File: src/rtl/can_bt_pkg.sv
package can_bt_pkg;

  typedef enum logic [1:0] {
    SEG_SYNC = 2'd0,
    SEG_PROP = 2'd1,
    SEG_PH1  = 2'd2,
    SEG_PH2  = 2'd3
  } seg_e;

  function automatic logic maj3(input logic a, input logic b, input logic c);
    return (a & b) | (a & c) | (b & c);
  endfunction

endpackage

File: src/rtl/can_bt_prescaler.sv
module can_bt_prescaler #(
  parameter int BRP_W = 6
) (
  input  logic             clk,
  input  logic             rst_n,
  input  logic             restart,
  input  logic [BRP_W-1:0] brp,
  output logic             half_tick,
  output logic             tq_tick
);

  logic [BRP_W-1:0] cnt_q, cnt_d;
  logic             phase_q, phase_d;

  assign half_tick = (cnt_q == brp);
  assign tq_tick   = half_tick & phase_q;

  always_comb begin
    cnt_d   = cnt_q;
    phase_d = phase_q;
    if (restart) begin
      cnt_d   = '0;
      phase_d = 1'b0;
    end else if (half_tick) begin
      cnt_d   = '0;
      phase_d = ~phase_q;
    end else begin
      cnt_d   = cnt_q + BRP_W'(1);
    end
  end

  always_ff @(posedge clk or negedge rst_n) begin
    if (!rst_n) begin
      cnt_q   <= '0;
      phase_q <= 1'b0;
    end else begin
      cnt_q   <= cnt_d;
      phase_q <= phase_d;
    end
  end

endmodule

File: src/rtl/can_bt_sequencer.sv
module can_bt_sequencer
  import can_bt_pkg::*;
#(
  parameter int SEG_W = 3
) (
  input  logic             clk,
  input  logic             rst_n,
  input  logic             tq_tick,
  input  logic             restart_req,
  input  logic [SEG_W-1:0] prop_m1,
  input  logic [SEG_W-1:0] ph1_m1,
  input  logic [SEG_W-1:0] ph2_m1,
  output logic             enter_sync,
  output logic             sample_pt
);

  seg_e             seg_q, seg_d;
  logic [SEG_W-1:0] qcnt_q, qcnt_d;
  logic [SEG_W-1:0] cur_m1;
  logic             seg_last;

  always_comb begin
    unique case (seg_q)
      SEG_SYNC: cur_m1 = '0;
      SEG_PROP: cur_m1 = prop_m1;
      SEG_PH1:  cur_m1 = ph1_m1;
      default:  cur_m1 = ph2_m1;
    endcase
  end

  assign seg_last   = (qcnt_q == cur_m1);
  assign enter_sync = restart_req | (tq_tick & seg_last & (seg_q == SEG_PH2));
  assign sample_pt  = tq_tick & seg_last & (seg_q == SEG_PH1) & ~restart_req;

  always_comb begin
    seg_d  = seg_q;
    qcnt_d = qcnt_q;
    if (restart_req) begin
      seg_d  = SEG_SYNC;
      qcnt_d = '0;
    end else if (tq_tick) begin
      if (seg_last) begin
        qcnt_d = '0;
        unique case (seg_q)
          SEG_SYNC: seg_d = SEG_PROP;
          SEG_PROP: seg_d = SEG_PH1;
          SEG_PH1:  seg_d = SEG_PH2;
          default:  seg_d = SEG_SYNC;
        endcase
      end else begin
        qcnt_d = qcnt_q + SEG_W'(1);
      end
    end
  end

  always_ff @(posedge clk or negedge rst_n) begin
    if (!rst_n) begin
      seg_q  <= SEG_SYNC;
      qcnt_q <= '0;
    end else begin
      seg_q  <= seg_d;
      qcnt_q <= qcnt_d;
    end
  end

endmodule

File: src/rtl/can_bt_sampler.sv
module can_bt_sampler
  import can_bt_pkg::*;
#(
  parameter int HIST_N = 2
) (
  input  logic clk,
  input  logic rst_n,
  input  logic half_tick,
  input  logic sample_pt,
  input  logic triple,
  input  logic rx_line,
  output logic rx_bit,
  output logic rx_valid
);

  logic [HIST_N-1:0] hist_q, hist_d;
  logic              bit_q, bit_d;
  logic              valid_q;
  logic              vote;

  assign vote = triple ? maj3(hist_q[1], hist_q[0], rx_line) : rx_line;

  always_comb begin
    hist_d = hist_q;
    if (half_tick) hist_d = {hist_q[HIST_N-2:0], rx_line};
    bit_d = bit_q;
    if (sample_pt) bit_d = vote;
  end

  always_ff @(posedge clk or negedge rst_n) begin
    if (!rst_n) begin
      hist_q  <= '0;
      bit_q   <= 1'b1;
      valid_q <= 1'b0;
    end else begin
      hist_q  <= hist_d;
      bit_q   <= bit_d;
      valid_q <= sample_pt;
    end
  end

  assign rx_bit   = bit_q;
  assign rx_valid = valid_q;

endmodule

File: src/rtl/can_bit_timer.sv
module can_bit_timer #(
  parameter int BRP_W      = 6,
  parameter int SEG_W      = 3,
  parameter int MIN_BIT_TQ = 6,
  parameter int PH2_MIN_TQ = 2
) (
  input  logic             clk,
  input  logic             rst_n,
  input  logic [BRP_W-1:0] cfg_brp,
  input  logic [SEG_W-1:0] cfg_prop,
  input  logic [SEG_W-1:0] cfg_ph1,
  input  logic [SEG_W-1:0] cfg_ph2,
  input  logic             cfg_ph2_auto,
  input  logic             cfg_triple,
  input  logic             rx_line,
  input  logic             hard_sync,
  output logic             rx_bit,
  output logic             rx_valid,
  output logic             bit_start,
  output logic             cfg_bad
);

  localparam int TOT_W      = SEG_W + 2;
  localparam int PH2_MIN_M1 = PH2_MIN_TQ - 1;

  // reset: asynchronous assert, synchronous release
  logic [1:0] rst_sync_q;
  logic       rst_int_n;

  always_ff @(posedge clk or negedge rst_n) begin
    if (!rst_n) rst_sync_q <= 2'b00;
    else        rst_sync_q <= {rst_sync_q[0], 1'b1};
  end
  assign rst_int_n = rst_sync_q[1];

  // first-bit start after reset
  logic fresh_q;
  always_ff @(posedge clk or negedge rst_int_n) begin
    if (!rst_int_n) fresh_q <= 1'b1;
    else            fresh_q <= 1'b0;
  end

  logic restart_req, enter_sync, sample_pt, half_tick, tq_tick;
  assign restart_req = hard_sync | fresh_q;

  // configuration capture at the bit boundary
  logic [BRP_W-1:0] brp_q, brp_d;
  logic [SEG_W-1:0] prop_q, prop_d, ph1_q, ph1_d, ph2_q, ph2_d;
  logic             triple_q, triple_d, bad_q, bad_d, start_q;
  logic [SEG_W-1:0] ph2_base;
  logic [TOT_W-1:0] total_tq;
  logic             cfg_load;

  assign cfg_load = enter_sync;
  assign ph2_base = cfg_ph2_auto ? cfg_ph1 : cfg_ph2;
  assign total_tq = TOT_W'(cfg_prop) + TOT_W'(cfg_ph1) + TOT_W'(ph2_d) + TOT_W'(4);

  always_comb begin
    ph2_d    = (ph2_base < SEG_W'(PH2_MIN_M1)) ? SEG_W'(PH2_MIN_M1) : ph2_base;
    brp_d    = brp_q;
    prop_d   = prop_q;
    ph1_d    = ph1_q;
    triple_d = triple_q;
    bad_d    = bad_q;
    if (cfg_load) begin
      brp_d    = cfg_brp;
      prop_d   = cfg_prop;
      ph1_d    = cfg_ph1;
      triple_d = cfg_triple;
      bad_d    = (total_tq < TOT_W'(MIN_BIT_TQ));
    end
  end

  always_ff @(posedge clk or negedge rst_int_n) begin
    if (!rst_int_n) begin
      brp_q    <= '0;
      prop_q   <= '0;
      ph1_q    <= '0;
      ph2_q    <= SEG_W'(PH2_MIN_M1);
      triple_q <= 1'b0;
      bad_q    <= 1'b0;
      start_q  <= 1'b0;
    end else begin
      brp_q    <= brp_d;
      prop_q   <= prop_d;
      ph1_q    <= ph1_d;
      if (cfg_load) ph2_q <= ph2_d;
      triple_q <= triple_d;
      bad_q    <= bad_d;
      start_q  <= enter_sync;
    end
  end

  can_bt_prescaler #(.BRP_W(BRP_W)) i_presc (
    .clk       (clk),
    .rst_n     (rst_int_n),
    .restart   (enter_sync),
    .brp       (brp_q),
    .half_tick (half_tick),
    .tq_tick   (tq_tick)
  );

  can_bt_sequencer #(.SEG_W(SEG_W)) i_seq (
    .clk         (clk),
    .rst_n       (rst_int_n),
    .tq_tick     (tq_tick),
    .restart_req (restart_req),
    .prop_m1     (prop_q),
    .ph1_m1      (ph1_q),
    .ph2_m1      (ph2_q),
    .enter_sync  (enter_sync),
    .sample_pt   (sample_pt)
  );

  can_bt_sampler #(.HIST_N(2)) i_samp (
    .clk       (clk),
    .rst_n     (rst_int_n),
    .half_tick (half_tick),
    .sample_pt (sample_pt),
    .triple    (triple_q),
    .rx_line   (rx_line),
    .rx_bit    (rx_bit),
    .rx_valid  (rx_valid)
  );

  assign bit_start = start_q;
  assign cfg_bad   = bad_q;

endmodule

File: config.mk
export PLATFORM = sky130hd
export DESIGN_NAME = can_bit_timer
export DESIGN_NICKNAME = d
export VERILOG_FILES = /design/src/rtl/can_bt_pkg.sv /design/src/rtl/can_bt_prescaler.sv /design/src/rtl/can_bt_sequencer.sv /design/src/rtl/can_bt_sampler.sv /design/src/rtl/can_bit_timer.sv
export SDC_FILE = /design/constraint.sdc
export NUM_CORES = 1
export LEC_CHECK = 0
export ABC_CLOCK_PERIOD_IN_PS = 2300
export BUFFER_PORTS_ARGS = -buffer_cell sky130_fd_sc_hd__clkbuf_2
export CAP_MARGIN = 40
export CORE_MARGIN = 2
export CORE_UTILIZATION = 50
export DETAILED_ROUTE_END_ITERATION = 7
export PLACE_DENSITY = 0.72
export SYNTH_ARGS = -nofsm -noshare
export SYNTH_HDL_FRONTEND = slang
export SYNTH_SLANG_ARGS = --single-unit
File: constraint.sdc
create_clock -name clk -period 2.3 [get_ports clk]
set_input_delay 0 -clock clk [delete_from_list [all_inputs] [get_ports clk]]
set_output_delay 0 -clock clk [all_outputs]
set_load 0.01 [all_outputs]
== Word level (Yosys, flattened, before mapping) ==
Index checks and enable logic that the tools add are counted.
Cells by class
  equal/unequal tests: 5
  muxes and demuxes: 15
  bitwise logic cells: 14
  $lt $le $gt $ge: 2
  reductions and logical operators: 5
  $add $sub $neg: 5
Operators with widths (number)
  3-bit two-way mux: 5
  6-bit two-way mux: 2
  3-bit case mux with 3 select lines: 1
  1-bit AND: 8
  6-bit by 1-bit adder with 6-bit output, second input constant: 1
  6-bit equality test: 1
  2-bit two-way mux: 3
  2-bit case mux with 3 select lines: 1
  2-bit nonzero test: 3
  4-bit by 3-bit adder with 5-bit output: 1
  5-bit by 3-bit adder with 5-bit output, second input constant: 1
  5-bit by 3-bit < comparator with 1-bit output, second input constant: 1
  3-bit by 3-bit adder with 4-bit output: 1
  2-bit equality test, second input constant: 2
  1-bit OR: 4
  3-bit by 1-bit adder with 3-bit output, second input constant: 1
  3-bit equality test: 1
  3-bit by 1-bit < comparator with 1-bit output, second input constant: 1
  1-bit two-way mux: 3
  2-bit by 1-bit equality test with 1-bit output, second input constant: 1
  2-bit logical NOT: 1
  1-bit inverter: 2
  2-bit AND reduction: 1
Storage, ports and cells
  register bits after elaboration: 37
  input bits: 21
  logic and storage cells: 62

== Longest topological paths before layout ==
Gate-level depths: netlist of run 1.
  depth in word-level cells: 7
  mapped depth: 11

== Modules after synthesis ==
Synthesis of run 1 repeated with hierarchy kept, for this count alone.
Unflattened totals
  cells, all modules: 162
  area, all modules: 1915.6 um2
By module, submodules not included
  can_bit_timer: cells an instance 69, area an instance 938.4 um2, seq. area each 528.0 um2, times used 1
  can_bt_sequencer: cells an instance 46, area an instance 435.4 um2, seq. area each 125.1 um2, times used 1
  can_bt_prescaler: cells an instance 35, area an instance 384.1 um2, seq. area each 175.2 um2, times used 1
  can_bt_sampler: cells an instance 12, area an instance 157.7 um2, seq. area each 101.3 um2, times used 1

== Worst setup path after synthesis of run 1 ==
Ideal clock, no wire load.
  kind: input -> register
  start point: in cfg_ph2_auto
  end point: reg bad_q (netlist: cfg_bad)
  buffers on the path: 0
  stages: 11
  arrival time: 2.105 ns
  required time: 2.175 ns
  setup slack: 0.070 ns
  cell sequence: mux2_2 > inv_1 > fa_1 > fa_1 > inv_1 > ha_1 > inv_1 > fa_1 > nand2_1 > a21oi_1 > mux2_2
Between the ends
  longest elaborated chain between the ends: 6
Ends and longest elaborated chain
  start, declared: line can_bit_timer.sv:13  | input logic cfg_ph2_auto,
  3-bit two-way mux *: line can_bit_timer.sv:55  | assign ph2_base = cfg_ph2_auto ? cfg_ph1 : cfg_ph2;
  3-bit by 1-bit < comparator with 1-bit output: line can_bit_timer.sv:59  | ph2_d = (ph2_base < SEG_W'(PH2_MIN_M1)) ? SEG_W'(PH2_MIN_M1) : ph2_base;
  3-bit two-way mux *: line can_bit_timer.sv:59
  4-bit by 3-bit adder with 5-bit output *: line can_bit_timer.sv:56  | assign total_tq = TOT_W'(cfg_prop) + TOT_W'(cfg_ph1) + TOT_W'(ph2_d) + TOT_W'(4);
  5-bit by 3-bit adder with 5-bit output *: line can_bit_timer.sv:56
  5-bit by 3-bit < comparator with 1-bit output *: line can_bit_timer.sv:70  | bad_d = (total_tq < TOT_W'(MIN_BIT_TQ));
  end signal, assigned: line can_bit_timer.sv:81  | bad_q <= 1'b0;
  end signal, assigned: line can_bit_timer.sv:89  | bad_q <= bad_d;
  end, declared: line can_bit_timer.sv:49  | logic triple_q, triple_d, bad_q, bad_d, start_q;
Mark *: on every way between the ends. The rest lies on a longest branch, timed or not.
A chain may end at the register's enable or synchronous reset.

== Worst setup path in the final report of run 1 ==
  start point: reg i_seq.seg_q[0]
  end point: reg i_samp.bit_q (netlist: i_samp.rx_bit)
Between the ends
  longest elaborated chain between the ends: 6
Ends and longest elaborated chain
  start, declared: line can_bt_sequencer.sv:17  | seg_e seg_q, seg_d;
  start signal, assigned: line can_bt_sequencer.sv:61  | seg_q <= seg_d;
  2-bit equality test, or another cell as far along: line can_bt_sequencer.sv:23, can_bt_sequencer.sv:33
  3-bit case mux with 3 select lines: line can_bt_sequencer.sv:23  | unique case (seg_q)
  3-bit equality test: line can_bt_sequencer.sv:31  | assign seg_last = (qcnt_q == cur_m1);
  1-bit AND: line can_bt_sequencer.sv:33  | assign sample_pt = tq_tick & seg_last & (seg_q == SEG_PH1) & ~restart_req;
  1-bit AND * (2 in series): line can_bt_sequencer.sv:33
  via i_samp.sample_pt: line can_bt_sampler.sv:9  | input logic sample_pt,
  end signal, assigned: line can_bt_sampler.sv:37  | bit_q <= bit_d;
  end, declared: line can_bt_sampler.sv:17  | logic bit_q, bit_d;
The timed path passes the listed nets; every way through them passes the cells marked *.

==> impl_metrics.env, run 1 <==
export IMPL_status="completed"
export IMPL_wl_mm=3.72
export IMPL_cp_max_fo=6
export IMPL_postRouteAntennaNets=0
export IMPL_dp_cells=237
export IMPL_routedWlPerCell_um=14.3
export IMPL_clock_skew_final_ns=0.00645
export IMPL_async_reset_ff_frac=1.00
export IMPL_slew_headroom=0.529
export IMPL_grt_first_pass_wirelength_mm=6.71
export IMPL_ios=25
export IMPL_cp_start_kind="flop"
export IMPL_hold_violations=0
export IMPL_fmax_mhz=470
export IMPL_drc_errors=0
export IMPL_worst_slew_pin_slew_ns=0.706
export IMPL_synthMuxAreaShare=0.134
export IMPL_synth_top_family_by_area="multiplexers"
export IMPL_drv_slew=0
export IMPL_diodes=0
export IMPL_synth_xor_area_frac=0.0773
export IMPL_setup_worst_path_end_class="flop"
export IMPL_finalPower_uw=1520
export IMPL_stdcell_count=260
export IMPL_drive_above_1_share=0.311
export IMPL_rr_worst_depth=7
export IMPL_path_class="reg2reg"
export IMPL_grt_setup_unrepaired="no"
export IMPL_dp_slack_ns=-0.0969
export IMPL_synth_edf_count=0
export IMPL_multi_input_comb_area_um2=947
export IMPL_power_leakage_uw=0.00108
export IMPL_num_vias=1373
export IMPL_r2r_start="i_seq.seg_q[0]"
export IMPL_reg2reg_to="i_samp.rx_bit"
export IMPL_seq_area_frac_synth=0.483
export IMPL_area_growth_pct=25.9
export IMPL_grt_overflow_total=0
export IMPL_synthAdderAreaFrac=0.0962
export IMPL_numClockSinks=37
export IMPL_drt_iter0_markers=32
export IMPL_routabilityCongestion=0.832
export IMPL_cts_max_level=2
export IMPL_seq_area_um2=930
export IMPL_dp_hpwl_mm=2.65
export IMPL_synth_area_top_cells="dfrtp_1 (44%), mux2_2 (12%), xnor2_1 (6.8%)"
export IMPL_syn_cell_area_um2=1930
export IMPL_worstSkewPairLatency_ns=0.29
export IMPL_cp_data_arrival_time_ns=2.35
export IMPL_synth_flop_cell="dfrtp_1"
export IMPL_synth_nets=197
export IMPL_portBuffers=24
export IMPL_required_ns=2.52
export IMPL_coreArea_um2=3690
export IMPL_path_clk_slew_ns=0.07
export IMPL_cts_made_buffers=5
export IMPL_setup_viol=0
export IMPL_grt_pass1_vias=1492
export IMPL_synth_simple_gate_area_frac=0.103
export IMPL_synth_cell_types=38
export IMPL_cts_root_buf="clkbuf_8"
export IMPL_grt_max_degree=21
export IMPL_fin_crit_sh=0.925
export IMPL_drt_first_pass_iters=4
export IMPL_hold_class="in2async"
export IMPL_cts_tree="built"
export IMPL_synth_top_area_cell="dfrtp_1"
export IMPL_yosysMostFrequentCell="dfrtp_1"
export IMPL_num_rows=22
export IMPL_initial_core_util=0.522
export IMPL_filler_cell_count=301
export IMPL_vdd_drop_max_v=0.000457
export IMPL_max_cap_violations=0
export IMPL_synthTopCellsByCount="dfrtp_1 (34), mux2_2 (20), xnor2_1 (15), nor2_1 (13), inv_1 (12)"
export IMPL_ys_warnings_count=0
export IMPL_ys_ff_latch=37
export IMPL_track_usage=0.206
export IMPL_synth_compound_area_frac=0.0741
export IMPL_viasPerCell=5.28
export IMPL_syn_avg_cell_area_um2=11.8
export IMPL_postSynthCellCount=163
export IMPL_fin_ws_ns=0.172
export IMPL_nNetsFinal=245
export IMPL_synth_top_area_frac=0.442
export IMPL_chipHeight_um=66.1
export IMPL_antenna_found_initial=0
export IMPL_clockBufferDepth=2
export IMPL_powerDensity_nw_per_um2=628
export IMPL_layout_min_cycle_time_ns=2.13
export IMPL_dieArea_um2=4360
export IMPL_dieWidth_um=66.1
export IMPL_r2r_setup_slack_ns=0.17
==> flip-flops by register name, summed over array words and instances, names as in the netlist <==
signal	count
bit_start	1
brp_q	6
cfg_bad	1
fresh_q	1
i_presc.cnt_q	6
i_presc.phase_q	1
i_samp.hist_q	2
i_samp.rx_bit	1
i_samp.rx_valid	1
i_seq.qcnt_q	3
i_seq.seg_q	2
ph1_q	3
ph2_q	3
prop_q	3
rst_sync_q	2
triple_q	1
==> what timing repair did <==
action                                 in CTS  in global routing
setup buffers                               0                  0
gates resized for setup                     0                  2
setup endpoints to repair                   0                  1
hold buffers                               15                  0
endpoints found under the hold margin      16                  0
==> power breakdown <==
part	switching, uW	total (uW)	leakage, uW	internal, uW
sequential	37.8	738	0.000460	700
clock	221	574	0.0000585	353
combinational	88.8	210	0.000565	121
total	348	1520	0.00108	1170
==> through the flow <==
step	cell area, um^2	hold WS, ns	utilization	setup TNS (ns)
6_report	2420	0.0241	0.657	0
5_1_grt	2420	0.0321	0.657	0
2_1_floorplan	1930	-0.296	-	0
4_1_cts	2420	0.0126	0.655	0
3_3_place_gp	2150	-0.213	0.583	-0.0607
3_5_place_dp	2150	-0.212	0.583	-0.0969
==> kinds of logic (layout without fill, tap and decap cells) <==
family | Yosys count | after routing
xor gates and xnor gates | 17 | 17
adders and majority gates | 13 | 13
AOI/OAI and AO/OA | 19 | 19
other | 2 | 2
and+or+nand+nor | 38 | 38
muxes | 23 | 23
DFF | 37 | 37
buffers and inverters | 14 | 63
==> placed cells by master, fill, tap and decap left out, types with 3 or more instances in the layout <==
master,synthesis,final
ha_1,10,9
clkbuf_2,0,24
nor2_1,13,13
a21oi_1,7,7
dlygate4sd3_1,0,15
fa_1,3,3
o21ai_0,3,3
xnor2_1,15,15
dfstp_2,3,3
mux2_2,20,20
inv_1,12,12
nand3_1,5,5
nand2_1,7,7
clkbuf_8,0,6
dfrtp_1,34,34
==> critical path, cell delays in order, from the launching register on <==
cell,delay [ns]
dfrtp_1,0.42
inv_1,0.10
ha_2,0.26
a22oi_2,0.10
xnor2_1,0.17
o41a_4,0.52
nor3_4,0.15
mux2_1,0.33
==> routing by layer <==
layer | GRT usage | wire length, um
met1 | 0.230 | 1440
met2 | 0.385 | 2100
met3 | 0.0460 | 103
met4 | 0.0689 | 68
met5 | 0 | 0
==> layout make-up <==
cell class / instances / share of cell area
Multi-Input combinational cell: 112 / 0.391
Sequential cell: 37 / 0.384
Timing Repair Buffer: 43 / 0.134
Clock buffer: 7 / 0.0356
Tap cell: 48 / 0.0248
Inverter: 12 / 0.0186
Clock inverter: 1 / 0.0124
==> worst max-delay path by stage <==
stage	endpoint	start	slack, ns	cells past startpoint
5_1_grt	cfg_bad	cfg_ph1[0]	0.04	12
3_5_place_dp	cfg_bad	cfg_ph2_auto	-0.1	12
3_3_place_gp	cfg_bad	cfg_ph2_auto	-0.06	12
4_1_cts	i_samp.rx_bit	i_seq.seg_q[0]	0.06	7
6_report	i_samp.rx_bit	i_seq.seg_q[0]	0.17	7
2_1_floorplan	cfg_bad	cfg_ph2_auto	0.07	11
Note: power is estimated with default switching activity, not from simulation.
==> run 2, diff against run 1 <==
--- a/config.mk
+++ b/config.mk
@@ -9,9 +9,9 @@
 export BUFFER_PORTS_ARGS = -buffer_cell sky130_fd_sc_hd__clkbuf_2
 export CAP_MARGIN = 40
 export CORE_MARGIN = 2
-export CORE_UTILIZATION = 50
+export CORE_UTILIZATION = 60
 export DETAILED_ROUTE_END_ITERATION = 7
-export PLACE_DENSITY = 0.72
+export PLACE_DENSITY = 0.83
 export SYNTH_ARGS = -nofsm -noshare
 export SYNTH_HDL_FRONTEND = slang
 export SYNTH_SLANG_ARGS = --single-unit
==> impl_metrics.env, run 2 (synthesis gave the netlist of run 1 again) <==
export IMPL_fin_util=0.779
export IMPL_layout_min_cycle_time_ns=2.19
export IMPL_clock_skew_final_ns=0.00966
export IMPL_viasPerCell=5.30
export IMPL_grt_max_degree=20
export IMPL_dp_hpwl_mm=2.83
export IMPL_fin_crit_sh=0.951
export IMPL_cp_start_kind="flop"
export IMPL_nNetsFinal=248
export IMPL_coreArea_um2=3050
export IMPL_setup_viol=0
export IMPL_setup_worst_path_end_class="flop"
export IMPL_numClockSinks=37
export IMPL_wl_mm=3.74
export IMPL_drt_first_pass_iters=4
export IMPL_power_leakage_uw=0.00107
export IMPL_vdd_drop_max_v=0.000571
export IMPL_path_class="reg2reg"
export IMPL_drc_errors=0
export IMPL_cts_resized=0
export IMPL_track_usage=0.237
export IMPL_dp_slack_ns=-0.148
export IMPL_path_clk_slew_ns=0.11
export IMPL_stdcell_area_um2=2380
export IMPL_clockBufferDepth=2
export IMPL_grt_use_met1=0.258
export IMPL_max_cap_violations=0
export IMPL_hold_class="in2reg"
export IMPL_powerDensity_nw_per_um2=546
export IMPL_slowest_delay_ns=0.50
export IMPL_portBuffers=24
export IMPL_crit_path_cell_trace="buf_4, ha_1, a22oi_1, xnor2_1, o41a_4, nor3_4, mux2_1"
export IMPL_diodes=0
export IMPL_hold_violations=0
export IMPL_initial_core_util=0.631
export IMPL_num_vias=1368
export IMPL_grt_first_pass_wirelength_mm=6.13
export IMPL_chipHeight_um=60.7
export IMPL_crit_slowest_cell="o41a_4"
export IMPL_use_met2=0.424
export IMPL_dieArea_um2=3680
export IMPL_cts_max_level=2
export IMPL_grt_overflow_total=0
export IMPL_cts_root_buf="clkbuf_4"
export IMPL_cts_tree="built"
export IMPL_area_growth_pct=23.5
export IMPL_dieWidth_um=60.7
export IMPL_fin_ws_ns=0.113
export IMPL_routabilityCongestion=0.812
export IMPL_routedWlPerCell_um=14.5
export IMPL_num_rows=20
export IMPL_fmax_mhz=457
export IMPL_post_dp_cell_area_um2=2140
export IMPL_top_usage_layer="met2"
export IMPL_stdcell_count=258
export IMPL_cp_data_arrival_time_ns=2.46
export IMPL_layout_common_cells="dfrtp_1 (34), clkbuf_2 (24), mux2_2 (20)"
export IMPL_drv_slew=0
export IMPL_grt_pass1_vias=1413
export IMPL_cp_max_fo=6
export IMPL_antenna_found_initial=0
export IMPL_postRouteAntennaNets=0
export IMPL_worst_slew_pin_slew_ns=0.727
export IMPL_required_ns=2.58
export IMPL_status="completed"
export IMPL_worstSkewPairLatency_ns=0.34
export IMPL_reg_top3="brp_q x6, i_presc.cnt_q x6"
export IMPL_slew_headroom=0.516
export IMPL_cts_made_buffers=5
export IMPL_setup_tns_ns=0
export IMPL_drt_iter0_markers=31
export IMPL_drive_above_1_share=0.299
export IMPL_globalRouteMet3Util=0.0618
export IMPL_ios=25
export IMPL_final_common_cell="dfrtp_1"
export IMPL_dp_cells=233
run 2: cell types whose count changed in the layout (fill, tap and decap cells not counted):
| cell | previous run | this run |
|---|---|---|
| a22oi_2 | 2 | 1 |
| clkbuf_8 | 6 | 1 |
| clkbuf_4 | 0 | 5 |
| dlygate4sd3_1 | 15 | 17 |
| ha_1 | 9 | 10 |
| bufinv_16 | 1 | 0 |
| buf_4 | 2 | 3 |
| ha_2 | 1 | 0 |
| a22oi_1 | 1 | 2 |
run 2: metrics by stage:
| stage | hold slack, ns | total power (uW) |
|---|---|---|
| 3_3_place_gp | -0.213 | 923 |
| 6_report | 0.0652 | 1300 |
| 2_1_floorplan | -0.296 | 868 |
| 4_1_cts | 0.0609 | 1310 |
| 3_5_place_dp | -0.213 | 946 |
| 5_1_grt | 0.0828 | 1360 |
run 2: per-layer routing:
| metal | vias up | wire length (um) |
|---|---|---|
| li1 | 658 | - |
| met4 | 0 | 100 |
| met3 | 10 | 119 |
| met5 | - | 0 |
| met2 | 27 | 2070 |
| met1 | 673 | 1450 |
run 2: report_power, final:
group / switching [uW] / internal (uW)
clock network: 202 / 144
logic: 91.2 / 124
registers: 37.5 / 699
run 2: area by class of cell:
| type | count | area (um^2) |
|---|---|---|
| Clock buffer | 7 | 55.1 |
| Tap cell | 44 | 55.1 |
| Fill cell | 205 | 676 |
| Sequential cell | 37 | 930 |
| Inverter | 12 | 45.0 |
| Timing Repair Buffer | 46 | 353 |
| Multi-Input combinational cell | 112 | 940 |
run 2: timing repair:
| item | CTS | global route |
|---|---|---|
| hold endpoints to repair | 21 | 0 |
| buffers inserted | 0 | 1 |
| hold buffers | 17 | 0 |
| endpoints found under the setup margin | 0 | 1 |
run 2: worst max-delay path: cells and delay by family, from the launching register on:
kind            cells  cell delay, ns
mux                 1            0.34
simple gates        1            0.15
flops               1            0.41
fa+ha+maj           1            0.23
compound gates      2            0.68
xor+xnor            1            0.15
buf+inv             1            0.14
run 2: final timing paths:
check | start | to | slack [ns] | depth (start not counted)
worst min-delay path | cfg_ph2[2] | ph2_q[2] | 0.07 | 3
min in group asynchronous | rst_sync_q[1] | i_seq.qcnt_q[1] | 0.30 | 0
worst max register to register | i_seq.seg_q[0] | i_samp.rx_bit | 0.11 | 7
max in group asynchronous | rst_sync_q[1] | i_samp.rx_bit | 1.38 | 1
worst min register to register | rst_sync_q[1] | i_seq.qcnt_q[1] | 0.30 | 0
worst max-delay path | i_seq.seg_q[0] | i_samp.rx_bit | 0.11 | 7
==> run 3, diff against run 2 <==
--- a/config.mk
+++ b/config.mk
@@ -5,6 +5,7 @@
 export SDC_FILE = /design/constraint.sdc
 export NUM_CORES = 1
 export LEC_CHECK = 0
+export ABC_AREA = 1
 export ABC_CLOCK_PERIOD_IN_PS = 2300
 export BUFFER_PORTS_ARGS = -buffer_cell sky130_fd_sc_hd__clkbuf_2
 export CAP_MARGIN = 40
==> impl_metrics.env, run 3 <==
export IMPL_cp_data_arrival_time_ns=2.56
export IMPL_hold_violations=0
export IMPL_crit_path_start="cfg_prop[2]"
export IMPL_grt_overflow_total=0
export IMPL_synth_nets=305
export IMPL_slowest_delay_ns=0.54
export IMPL_worst_slew_pin_slew_ns=0.762
export IMPL_rr_worst_depth=11
export IMPL_setup_viol=0
export IMPL_drive_above_1_share=0.169
export IMPL_crit_cells=13
export IMPL_syn_cell_area_um2=2150
export IMPL_synth_flop_cell="dfrtp_1"
export IMPL_critPathTopFamily="adder cells"
export IMPL_synth_area_top_cells="dfrtp_1 (40%), nand2_1 (16%), inv_1 (7.0%)"
export IMPL_drt_first_pass_iters=4
export IMPL_crit_slowest_cell="dlygate4sd3_1"
export IMPL_layout_min_cycle_time_ns=2.27
export IMPL_coreArea_um2=3390
export IMPL_cts_root_buf="clkbuf_4"
export IMPL_max_cap_violations=0
export IMPL_dieWidth_um=63.9
export IMPL_stdcell_area_um2=2600
export IMPL_async_reset_ff_frac=1.00
export IMPL_reg2reg_to="brp_q[0]"
export IMPL_initial_core_util=0.635
export IMPL_synth_edf_count=0
export IMPL_path_clk_slew_ns=0.11
export IMPL_seq_area_frac_synth=0.432
export IMPL_num_vias=1929
export IMPL_nNetsFinal=352
export IMPL_path_class="in2reg"
export IMPL_antenna_found_initial=0
export IMPL_postRouteAntennaNets=0
export IMPL_vdd_drop_max_v=0.000429
export IMPL_post_dp_cell_area_um2=2320
export IMPL_clockBufferDepth=2
export IMPL_ios=25
export IMPL_synth_top_area_cell="dfrtp_1"
export IMPL_grt_setup_unrepaired="yes"
export IMPL_cp_max_fo=2
export IMPL_drv_slew=0
export IMPL_final_common_cell="nand2_1"
export IMPL_routabilityCongestion=0.853
export IMPL_setup_tns_ns=0
export IMPL_whs_ns=0.0716
export IMPL_layout_common_cells="nand2_1 (92), inv_1 (38), dfrtp_1 (34)"
export IMPL_ys_warnings_count=0
export IMPL_viasPerCell=5.28
export IMPL_cp_start_kind="input pin"
export IMPL_portBuffers=24
export IMPL_r2r_start="i_seq.seg_q[0]"
export IMPL_chipHeight_um=63.9
export IMPL_grt_pass1_vias=1934
export IMPL_routedWlPerCell_um=12.7
export IMPL_power_leakage_uw=0.00148
export IMPL_cts_tree="built"
export IMPL_cts_made_buffers=5
export IMPL_clock_skew_final_ns=0.00706
export IMPL_grt_first_pass_wirelength_mm=8.38
export IMPL_synth_top_area_frac=0.396
export IMPL_crit_buf_inv=5
export IMPL_hold_class="in2reg"
export IMPL_wl_mm=4.65
export IMPL_powerDensity_nw_per_um2=631
export IMPL_numClockSinks=37
export IMPL_synthTopCellsByCount="nand2_1 (92), inv_1 (40), dfrtp_1 (34), nand4_1 (24), nand3_1 (13)"
export IMPL_drc_errors=0
export IMPL_ys_ff_latch=37
export IMPL_filler_cell_count=229
export IMPL_crit_path_cell_trace="dlygate4sd3_1, clkbuf_2, inv_2, ha_4, fa_1, inv_1, ha_1, inv_1, fa_1, nand2_1, a21oi_2, nand4_1, nand2_1"
export IMPL_fin_crit_sh=0.987
export IMPL_area_growth_pct=20.9
export IMPL_worstSkewPairLatency_ns=0.35
export IMPL_slew_headroom=0.490
export IMPL_status="completed"
export IMPL_fmax_mhz=440
export IMPL_synth_cell_types=30
export IMPL_cts_max_level=2
export IMPL_crit_end="cfg_bad"
export IMPL_track_usage=0.263
export IMPL_dp_hpwl_mm=3.08
export IMPL_setup_worst_path_end_class="flop"
export IMPL_dieArea_um2=4080
export IMPL_num_rows=21
export IMPL_drt_iter0_markers=93
export IMPL_required_ns=2.59
export IMPL_reg_top3="brp_q x6, i_presc.cnt_q x6"
export IMPL_grt_max_degree=36
export IMPL_diodes=0
export IMPL_yosysMostFrequentCell="nand2_1"
export IMPL_postSynthCellCount=271
export IMPL_syn_avg_cell_area_um2=7.94
export IMPL_r2r_setup_slack_ns=0.24
## run 3: kinds of logic after synthesis
| family | share of synthesized area |
|---|---|
| AOI/OAI and AO/OA | 0.0425 |
| xor gates and xnor gates | 0.0122 |
| adders and majority gates | 0.0861 |
| buffers and inverters | 0.0989 |
| DFF | 0.432 |
| muxes | 0.00524 |
| other | 0.00349 |
| and+or+nand+nor | 0.319 |
## run 3: report_power, final
group / switching (uW) / total [uW] / internal (uW)
Sequential: 57.3 / 789 / 732
Combinational: 224 / 380 / 156
Clock: 212 / 471 / 260
Total: 493 / 1640 / 1150
## run 3: timing repair
action                                  CTS  global route
buffers inserted                          0             1
hold endpoints to repair                 16             0
hold buffers                             16             0
endpoints found under the setup margin    0             4
resized for setup                         0             6
## run 3: cell type report
cell class                 instances  area, um^2  share of cell area
clock inverter                     1        30.0              0.0115
sequential                        37         930               0.357
timing repair buffer              47         333               0.128
clock buffer                       7        55.1              0.0212
inverter                          42         158              0.0606
multi-input combinational        185        1040               0.399
tap                               46        57.6              0.0221
## run 3: worst register-to-register path, delay by kind of cell, from the launching register on
kind | cells | cell delay [ns]
simple gates | 9 | 1.14
flops | 1 | 0.43
fa+ha+maj | 1 | 0.30
buf+inv | 1 | 0.10
## run 3: worst min path at each step
stage	depth (start not counted)	end	startpoint
global placement	1	rst_sync_q[1]	rst_n
finish	5	ph2_q[2]	cfg_ph2[2]
floorplan	0	rst_sync_q[0]	rst_n
CTS	4	i_samp.rx_bit	hard_sync
global route	5	ph2_q[2]	cfg_ph2[2]
detailed placement	1	rst_sync_q[0]	rst_n
## run 3: per-stage QoR
step,setup slack (ns),cells,power [uW],util
after floorplan,0.227,271,1040,-
after global placement,0.0800,339,1120,0.684
after detailed placement,-0.0935,339,1130,0.684
after CTS,0.0463,363,1630,0.756
after global routing,-0.0856,365,1750,0.767
final,0.0294,365,1640,0.767
## run 3: routing by layer
layer  vias to the layer above  global-route usage  part of all wire
met5                         -                   0                 0
met3                        12              0.0581             0.051
met4                         0               0.101             0.022
met1                       894               0.335              0.44
li1                        954                   -                 -
met2                        69               0.436              0.49
